$ cat config.mk
export PLATFORM = sky130hd
export DESIGN_NAME = nbr_sequencer
export DESIGN_NICKNAME = d
export VERILOG_FILES = /design/src/rtl/nbr_pkg.sv /design/src/rtl/nbr_channel.sv /design/src/rtl/nbr_bus_ctrl.sv /design/src/rtl/nbr_push_buf.sv /design/src/rtl/nbr_sequencer.sv
export SDC_FILE = /design/constraint.sdc
export NUM_CORES = 1
export LEC_CHECK = 0
export ABC_AREA = 1
export BUFFER_PORTS_ARGS = -buffer_cell sky130_fd_sc_hd__buf_2
export CAP_MARGIN = 10
export CORE_MARGIN = 5
export CORE_UTILIZATION = 50
export CTS_CLUSTER_SIZE = 12
export DETAILED_ROUTE_END_ITERATION = 7
export PLACE_DENSITY = 0.87
export SYNTH_ARGS = -nofsm -noshare
export SYNTH_HDL_FRONTEND = slang
export SYNTH_SLANG_ARGS = --single-unit
$ cat constraint.sdc
create_clock -name clk -period 4.1 [get_ports clk]
set_input_delay 0.205 -clock clk [delete_from_list [all_inputs] [get_ports clk]]
set_output_delay 0.205 -clock clk [all_outputs]
set_load 0.02 [all_outputs]
$ cat src/rtl/nbr_pkg.sv
package nbr_pkg;
  localparam logic [1:0] SZ_BYTE = 2'd0;
  localparam logic [1:0] SZ_HALF = 2'd1;
  localparam logic [1:0] SZ_WORD = 2'd2;

  localparam logic [1:0] FLD_ADDR  = 2'd0;
  localparam logic [1:0] FLD_SIZE  = 2'd1;
  localparam logic [1:0] FLD_COUNT = 2'd2;

  typedef enum logic [1:0] {
    ST_IDLE = 2'd0,
    ST_NBR  = 2'd1,
    ST_FG   = 2'd2
  } bus_state_e;

  function automatic logic [2:0] size_step(input logic [1:0] sz);
    case (sz)
      SZ_BYTE: size_step = 3'd1;
      SZ_HALF: size_step = 3'd2;
      default: size_step = 3'd4;
    endcase
  endfunction

  function automatic logic [31:0] zero_ext(input logic [31:0] d, input logic [1:0] sz);
    case (sz)
      SZ_BYTE: zero_ext = {24'd0, d[7:0]};
      SZ_HALF: zero_ext = {16'd0, d[15:0]};
      default: zero_ext = d;
    endcase
  endfunction
endpackage

$ cat src/rtl/nbr_channel.sv
module nbr_channel
  import nbr_pkg::*;
#(
  parameter int AW = 32,
  parameter int CW = 16
) (
  input  logic          clk,
  input  logic          rst_n,
  input  logic          wr_en,
  input  logic [1:0]    wr_field,
  input  logic [31:0]   wr_data,
  input  logic          adv,
  input  logic          dec,
  output logic [AW-1:0] addr,
  output logic [1:0]    size,
  output logic [CW-1:0] count,
  output logic          active
);
  logic wr_addr, wr_size, wr_count;

  assign wr_addr  = wr_en && (wr_field == FLD_ADDR);
  assign wr_size  = wr_en && (wr_field == FLD_SIZE);
  assign wr_count = wr_en && (wr_field == FLD_COUNT);
  assign active   = (count != '0);

  always_ff @(posedge clk) begin
    if (!rst_n) begin
      addr <= '0;
    end else if (wr_addr) begin
      addr <= wr_data[AW-1:0];
    end else if (adv) begin
      addr <= addr + AW'(size_step(size));
    end
  end

  always_ff @(posedge clk) begin
    if (!rst_n) begin
      size <= SZ_BYTE;
    end else if (wr_size) begin
      size <= wr_data[1:0];
    end
  end

  always_ff @(posedge clk) begin
    if (!rst_n) begin
      count <= '0;
    end else if (wr_count) begin
      count <= wr_data[CW-1:0];
    end else if (dec && active) begin
      count <= count - 1'b1;
    end
  end

  AST_CNT_NO_WRAP: assert property (@(posedge clk) disable iff (!rst_n)
    (!active && !wr_count) |=> !active);
endmodule

$ cat src/rtl/nbr_bus_ctrl.sv
module nbr_bus_ctrl
  import nbr_pkg::*;
#(
  parameter int NCH = 2,
  parameter int AW  = 32,
  localparam int CHW = (NCH > 1) ? $clog2(NCH) : 1
) (
  input  logic                    clk,
  input  logic                    rst_n,
  input  logic [NCH-1:0]          ch_active,
  input  logic [NCH-1:0][AW-1:0]  ch_addr,
  input  logic [NCH-1:0][1:0]     ch_size,
  input  logic                    buf_busy,
  input  logic                    fifo_ready,
  input  logic                    fg_req,
  input  logic                    fg_we,
  input  logic [AW-1:0]           fg_addr,
  input  logic [31:0]             fg_wdata,
  output logic                    fg_ack,
  input  logic                    bus_ack,
  output logic                    bus_req,
  output logic                    bus_we,
  output logic [AW-1:0]           bus_addr,
  output logic [1:0]              bus_size,
  output logic [31:0]             bus_wdata,
  output logic                    cap_valid,
  output logic [CHW-1:0]          cap_ch,
  output logic [1:0]              cap_size
);
  bus_state_e     state_q;
  logic [CHW-1:0] owner_q;
  logic [CHW-1:0] pick;
  logic           any_active;
  logic           issue_ok;

  always_comb begin
    pick = '0;
    for (int i = NCH - 1; i >= 0; i--) begin
      if (ch_active[i]) pick = CHW'(i);
    end
  end

  assign any_active = |ch_active;
  assign issue_ok   = any_active && !buf_busy && fifo_ready;

  always_ff @(posedge clk) begin
    if (!rst_n) begin
      state_q   <= ST_IDLE;
      owner_q   <= '0;
      bus_addr  <= '0;
      bus_size  <= SZ_BYTE;
      bus_we    <= 1'b0;
      bus_wdata <= '0;
    end else begin
      case (state_q)
        ST_IDLE: begin
          if (fg_req) begin
            state_q   <= ST_FG;
            bus_addr  <= fg_addr;
            bus_we    <= fg_we;
            bus_wdata <= fg_wdata;
            bus_size  <= SZ_WORD;
          end else if (issue_ok) begin
            state_q   <= ST_NBR;
            owner_q   <= pick;
            bus_addr  <= ch_addr[pick];
            bus_size  <= ch_size[pick];
            bus_we    <= 1'b0;
            bus_wdata <= '0;
          end
        end
        default: begin
          if (bus_ack) state_q <= ST_IDLE;
        end
      endcase
    end
  end

  assign bus_req   = (state_q != ST_IDLE);
  assign fg_ack    = (state_q == ST_FG) && bus_ack;
  assign cap_valid = (state_q == ST_NBR) && bus_ack && ch_active[owner_q];
  assign cap_ch    = owner_q;
  assign cap_size  = bus_size;

  AST_REQ_HOLD: assert property (@(posedge clk) disable iff (!rst_n)
    (bus_req && !bus_ack) |=> (bus_req && $stable(bus_addr) && $stable(bus_size)));

  AST_NO_ISSUE_FULL: assert property (@(posedge clk) disable iff (!rst_n)
    (state_q == ST_NBR && $past(state_q) == ST_IDLE) |-> ($past(fifo_ready) && !$past(buf_busy)));

  AST_CH0_FIRST: assert property (@(posedge clk) disable iff (!rst_n)
    (state_q == ST_NBR && $past(state_q) == ST_IDLE && owner_q != '0) |-> !$past(ch_active[0]));

  AST_FG_WAITS: assert property (@(posedge clk) disable iff (!rst_n)
    (state_q == ST_NBR && !bus_ack) |=> !fg_ack);
endmodule

$ cat src/rtl/nbr_push_buf.sv
module nbr_push_buf
  import nbr_pkg::*;
#(
  parameter int NCH = 2,
  localparam int CHW = (NCH > 1) ? $clog2(NCH) : 1
) (
  input  logic           clk,
  input  logic           rst_n,
  input  logic           cap_valid,
  input  logic [CHW-1:0] cap_ch,
  input  logic [1:0]     cap_size,
  input  logic [31:0]    cap_data,
  output logic           fifo_valid,
  output logic [31:0]    fifo_data,
  input  logic           fifo_ready,
  output logic           pop,
  output logic [CHW-1:0] pop_ch
);
  logic [1:0] held_size;

  always_ff @(posedge clk) begin
    if (!rst_n) begin
      fifo_valid <= 1'b0;
      fifo_data  <= '0;
      pop_ch     <= '0;
      held_size  <= SZ_BYTE;
    end else if (cap_valid) begin
      fifo_valid <= 1'b1;
      fifo_data  <= zero_ext(cap_data, cap_size);
      pop_ch     <= cap_ch;
      held_size  <= cap_size;
    end else if (pop) begin
      fifo_valid <= 1'b0;
    end
  end

  assign pop = fifo_valid && fifo_ready;

  AST_OUT_HOLD: assert property (@(posedge clk) disable iff (!rst_n)
    (fifo_valid && !fifo_ready) |=> (fifo_valid && $stable(fifo_data)));

  AST_BYTE_ZERO: assert property (@(posedge clk) disable iff (!rst_n)
    (fifo_valid && held_size == SZ_BYTE) |-> (fifo_data[31:8] == 24'd0));

  AST_HALF_ZERO: assert property (@(posedge clk) disable iff (!rst_n)
    (fifo_valid && held_size == SZ_HALF) |-> (fifo_data[31:16] == 16'd0));
endmodule

$ cat src/rtl/nbr_sequencer.sv
module nbr_sequencer
  import nbr_pkg::*;
#(
  parameter int NCH = 2,
  parameter int AW  = 32,
  parameter int CW  = 16,
  localparam int CHW = (NCH > 1) ? $clog2(NCH) : 1
) (
  input  logic           clk,
  input  logic           rst_n,
  input  logic           reg_wr_en,
  input  logic [CHW-1:0] reg_wr_ch,
  input  logic [1:0]     reg_wr_field,
  input  logic [31:0]    reg_wr_data,
  input  logic [CHW-1:0] reg_rd_ch,
  input  logic [1:0]     reg_rd_field,
  output logic [31:0]    reg_rd_data,
  output logic           bus_req,
  output logic           bus_we,
  output logic [AW-1:0]  bus_addr,
  output logic [1:0]     bus_size,
  output logic [31:0]    bus_wdata,
  input  logic           bus_ack,
  input  logic [31:0]    bus_rdata,
  output logic           fifo_valid,
  output logic [31:0]    fifo_data,
  input  logic           fifo_ready,
  input  logic           fg_req,
  input  logic           fg_we,
  input  logic [AW-1:0]  fg_addr,
  input  logic [31:0]    fg_wdata,
  output logic           fg_ack,
  output logic [31:0]    fg_rdata
);
  logic [NCH-1:0][AW-1:0] ch_addr;
  logic [NCH-1:0][1:0]    ch_size;
  logic [NCH-1:0][CW-1:0] ch_count;
  logic [NCH-1:0]         ch_active;
  logic                   cap_valid;
  logic [CHW-1:0]         cap_ch;
  logic [1:0]             cap_size;
  logic                   pop;
  logic [CHW-1:0]         pop_ch;

  for (genvar g = 0; g < NCH; g++) begin : g_ch
    nbr_channel #(.AW(AW), .CW(CW)) u_ch (
      .clk      (clk),
      .rst_n    (rst_n),
      .wr_en    (reg_wr_en && (reg_wr_ch == CHW'(g))),
      .wr_field (reg_wr_field),
      .wr_data  (reg_wr_data),
      .adv      (cap_valid && (cap_ch == CHW'(g))),
      .dec      (pop && (pop_ch == CHW'(g))),
      .addr     (ch_addr[g]),
      .size     (ch_size[g]),
      .count    (ch_count[g]),
      .active   (ch_active[g])
    );
  end

  nbr_bus_ctrl #(.NCH(NCH), .AW(AW)) u_bus (
    .clk        (clk),
    .rst_n      (rst_n),
    .ch_active  (ch_active),
    .ch_addr    (ch_addr),
    .ch_size    (ch_size),
    .buf_busy   (fifo_valid),
    .fifo_ready (fifo_ready),
    .fg_req     (fg_req),
    .fg_we      (fg_we),
    .fg_addr    (fg_addr),
    .fg_wdata   (fg_wdata),
    .fg_ack     (fg_ack),
    .bus_ack    (bus_ack),
    .bus_req    (bus_req),
    .bus_we     (bus_we),
    .bus_addr   (bus_addr),
    .bus_size   (bus_size),
    .bus_wdata  (bus_wdata),
    .cap_valid  (cap_valid),
    .cap_ch     (cap_ch),
    .cap_size   (cap_size)
  );

  nbr_push_buf #(.NCH(NCH)) u_buf (
    .clk        (clk),
    .rst_n      (rst_n),
    .cap_valid  (cap_valid),
    .cap_ch     (cap_ch),
    .cap_size   (cap_size),
    .cap_data   (bus_rdata),
    .fifo_valid (fifo_valid),
    .fifo_data  (fifo_data),
    .fifo_ready (fifo_ready),
    .pop        (pop),
    .pop_ch     (pop_ch)
  );

  assign fg_rdata = bus_rdata;

  always_comb begin
    case (reg_rd_field)
      FLD_ADDR:  reg_rd_data = 32'(ch_addr[reg_rd_ch]);
      FLD_SIZE:  reg_rd_data = {30'd0, ch_size[reg_rd_ch]};
      FLD_COUNT: reg_rd_data = 32'(ch_count[reg_rd_ch]);
      default:   reg_rd_data = '0;
    endcase
  end

  AST_ONE_OWNER: assert property (@(posedge clk) disable iff (!rst_n)
    fg_ack |-> !cap_valid);
endmodule

==> results_dict.tcl <==
set metrics [dict create \
    num_vias 16167 \
    clock-skew-final_ns 0.0218 \
    slew_violations 0 \
    synth_cell_types 49 \
    die_x_um 175 \
    area_growth_syn_to_layout_pct 21.0 \
    place_ws_ns 1.23 \
    grt_setup_unrepaired "false" \
    synth_edf_count 0 \
    p_leak_nw 7.41 \
    path_class "reg -> reg" \
    fin_crit_ns 3.02 \
    core_um2 26900 \
    arrival_ns 3.48 \
    clkPwrFrac_pct 41.2 \
    cp_max_fo 40 \
    fin_ws_ns 1.08 \
    grtUsageTotal_pct 32.2 \
    power_frac_comb_pct 21.7 \
    switching_share_pct 31.7 \
    place.gp.congestion 1.01 \
    fmax_ghz 0.331 \
    critPathLaunchType "register" \
    finalHoldViolCount 0 \
    grt_max_degree 84 \
    wl_per_cell_um 18.7 \
    drtIter0Drc 2084 \
    status "finished clean" \
    seqCellArea_um2 4080 \
    fillCellCount 2380 \
    setup_viol 0 \
    reg2regPathDepth 9 \
    rr_startpoint "u_bus.state_q[1]" \
    antenna_found_initial 2 \
    syn_nets 2326 \
    numCtsBuffers 24 \
    wl_um 52500 \
    rrSetupSlack_ns 1.08 \
    num_io_pins 307 \
    synthFlopType "dfxtp_1" \
    final_cells 2807 \
    maxSlewHeadroom_pct 26.2 \
    postSynthCellCount 2175 \
    cp.required_ns 4.56 \
    grt_first_pass_wirelength_um 80800 \
    hold_depth 3 \
    hp-class "in -> reg" \
    peakVddDrop_mv 0.324 \
    htree_levels 1 \
    cts_tree "done" \
    drv_cap 0 \
    drive_gt1_share_pct 18.8 \
    drc 0 \
    ys_seq_area_share_pct 30.1 \
    grt_pass1_vias 14884 \
    rows 60 \
    crit_path_end_kind "register" \
    setup_tns_ns 0 \
    fin_hold_ws_ns 0.0112 \
    drtPass1Iterations 6 \
    synthesis.area_um2 13600 \
    p_sw_mw 1.87 \
    tightest_slew_ns 1.11 \
    cts_root_buffer "clkbuf_16" \
    fin_util_pct 61.1 \
    multiInputGateArea_um2 7850 \
    clkSinkCount 204 \
    io_buffers 306 \
    viasPerCell 5.76 \
    p_per_area_nw_per_um2 360 \
    worstHoldEndpoint "u_buf.fifo_data[10]" \
    yosysWarnings 0 \
    path_clk_slew_ns 0.06 \
    syn_avg_cell_area_um2 6.24 \
    pwr-share-seq_pct 37.1 \
    hp-start "bus_rdata[10]" \
    synth-seq-cells 204 \
    most-common-layout-cells "nand2_1, buf_2, nor2_1, dfxtp_1, nand3_1" \
    intPower_mw 4.04 \
    die_h_um 175 \
    die_area_um2 30500 \
    clockBufferDepth 3 \
    timing.rr.end "u_bus.bus_addr[11]" \
    dp.final_hpwl_um 35900 \
    drtAntennaViolNets 0 \
    grt_overflow 0 \
    async_reset_ff_share_pct 0 \
    period_share_pct 73.6 \
    initial_core_util_pct 50.5 \
    fin_nets 2600 \
    layout_commonest_cell "nand2_1" \
    place_inst 2688 \
    cts_setup_buffers 0 \
    clk_latency_ns 0.55 \
]
metrics by stage:
step | area, µm² | total power, mW
after floorplan | 13600 | 3.09
after global placement | 14800 | 3.39
after detailed placement | 14800 | 3.41
after CTS | 16400 | 5.87
after global routing | 16400 | 6.11
final | 16400 | 5.91
cell type report:
| class | instances | share of cell area [%] |
|---|---|---|
| well taps | 341 | 2.60 |
| diodes | 2 | 0.0305 |
| clock buffers | 29 | 3.83 |
| inverters | 210 | 4.85 |
| flip-flops and latches | 204 | 24.9 |
| repair buffers | 394 | 14.5 |
| multi-input cells | 1615 | 47.8 |
| clock inverters | 12 | 1.52 |
what timing repair did:
action | 4_1_cts | 5_1_grt
resized for setup | 0 | 0
hold buffers | 76 | 0
endpoints found under the hold margin | 77 | 0
endpoints found under the setup margin | 0 | 0
worst max-delay path, cell delays in order, from the launching register on:
cell and delay (ns):
dfxtp_1 0.38, nor2_4 0.12, buf_4 0.35, inv_1 0.17, nor2_4 0.64, inv_2 0.49, buf_4 0.42, nand3b_1 0.15
nand2_1 0.06, nor2_1 0.15
power groups by stage:
stage          combinational (mW)  clock [mW]  sequential (mW)
2_1_floorplan               0.793           0             2.29
3_3_place_gp                 1.16           0             2.23
3_5_place_dp                 1.18           0             2.23
4_1_cts                      1.24        2.44             2.19
5_1_grt                      1.37        2.54             2.20
6_report                     1.28        2.43             2.20
sequential cells by signal, indices dropped and copies added, names as in the netlist:
name	count
u_bus.bus_wdata	32
u_buf.fifo_valid	1
u_bus.state_q	2
g_ch.u_ch.count	32
g_ch.u_ch.size	4
u_bus.bus_size	2
u_buf.fifo_data	32
u_bus.bus_addr	32
u_buf.pop_ch	1
u_bus.bus_we	1
g_ch.u_ch.addr	64
u_bus.cap_ch	1
synthesized netlist by cell type, types with 4 or more instances:
master | instances | share of area [%]
o22ai_1 | 10 | 0.46
nand4_1 | 17 | 0.78
nor3_2 | 19 | 1.4
a22oi_1 | 5 | 0.28
o21ai_0 | 95 | 3.5
buf_4 | 43 | 2.4
nor2_2 | 9 | 0.41
buf_6 | 8 | 0.66
o211ai_1 | 4 | 0.22
inv_1 | 194 | 5.4
nand3b_1 | 47 | 2.6
buf_2 | 26 | 0.96
inv_2 | 12 | 0.33
clkbuf_1 | 57 | 1.6
nor2_4 | 5 | 0.41
xor2_1 | 30 | 1.9
nor3_1 | 13 | 0.48
nand3_1 | 198 | 7.3
a31oi_1 | 14 | 0.65
ha_1 | 8 | 0.74
nand3_2 | 25 | 1.8
buf_1 | 8 | 0.22
nor2_1 | 280 | 7.7
dfxtp_1 | 204 | 30
a21oi_2 | 21 | 1.4
nand2_1 | 599 | 17
a21oi_1 | 183 | 6.7
nand2_4 | 6 | 0.50
cells by family after synthesis:
family,after synthesis,synth area share [%]
and+or+nand+nor,1233,41.1
buffers and inverters,356,12.1
AOI/OAI and AO/OA,341,13.7
DFF,204,30.1
xor gates and xnor gates,31,2.00
adders and majority gates,10,1.03
worst max-delay path by stage:
| stage | from | to | slack, ns |
|---|---|---|---|
| 4_1_cts | u_bus.state_q[1] | u_bus.bus_addr[17] | 1.21 |
| 5_1_grt | u_bus.state_q[1] | u_bus.bus_addr[29] | 0.89 |
| 3_5_place_dp | u_bus.state_q[1] | u_bus.bus_addr[17] | 1.23 |
| 2_1_floorplan | g_ch[1].u_ch.size[1] | g_ch[1].u_ch.addr[26] | 2.22 |
| 3_3_place_gp | u_bus.state_q[1] | u_bus.bus_addr[1] | 1.35 |
| 6_report | u_bus.state_q[1] | u_bus.bus_addr[11] | 1.08 |
metal layers:
| metal | wire length [µm] | vias up | GRT usage, % | share of wire, % |
|---|---|---|---|---|
| met1 | 20300 | 7318 | 42.3 | 39 |
| li1 | - | 7523 | - | - |
| met2 | 23300 | 1122 | 50.9 | 44 |
| met3 | 6130 | 204 | 6.19 | 12 |
| met4 | 2790 | 0 | 15.5 | 5.3 |
| met5 | 0 | - | 0 | 0 |
(Power assumes the default switching activity.)
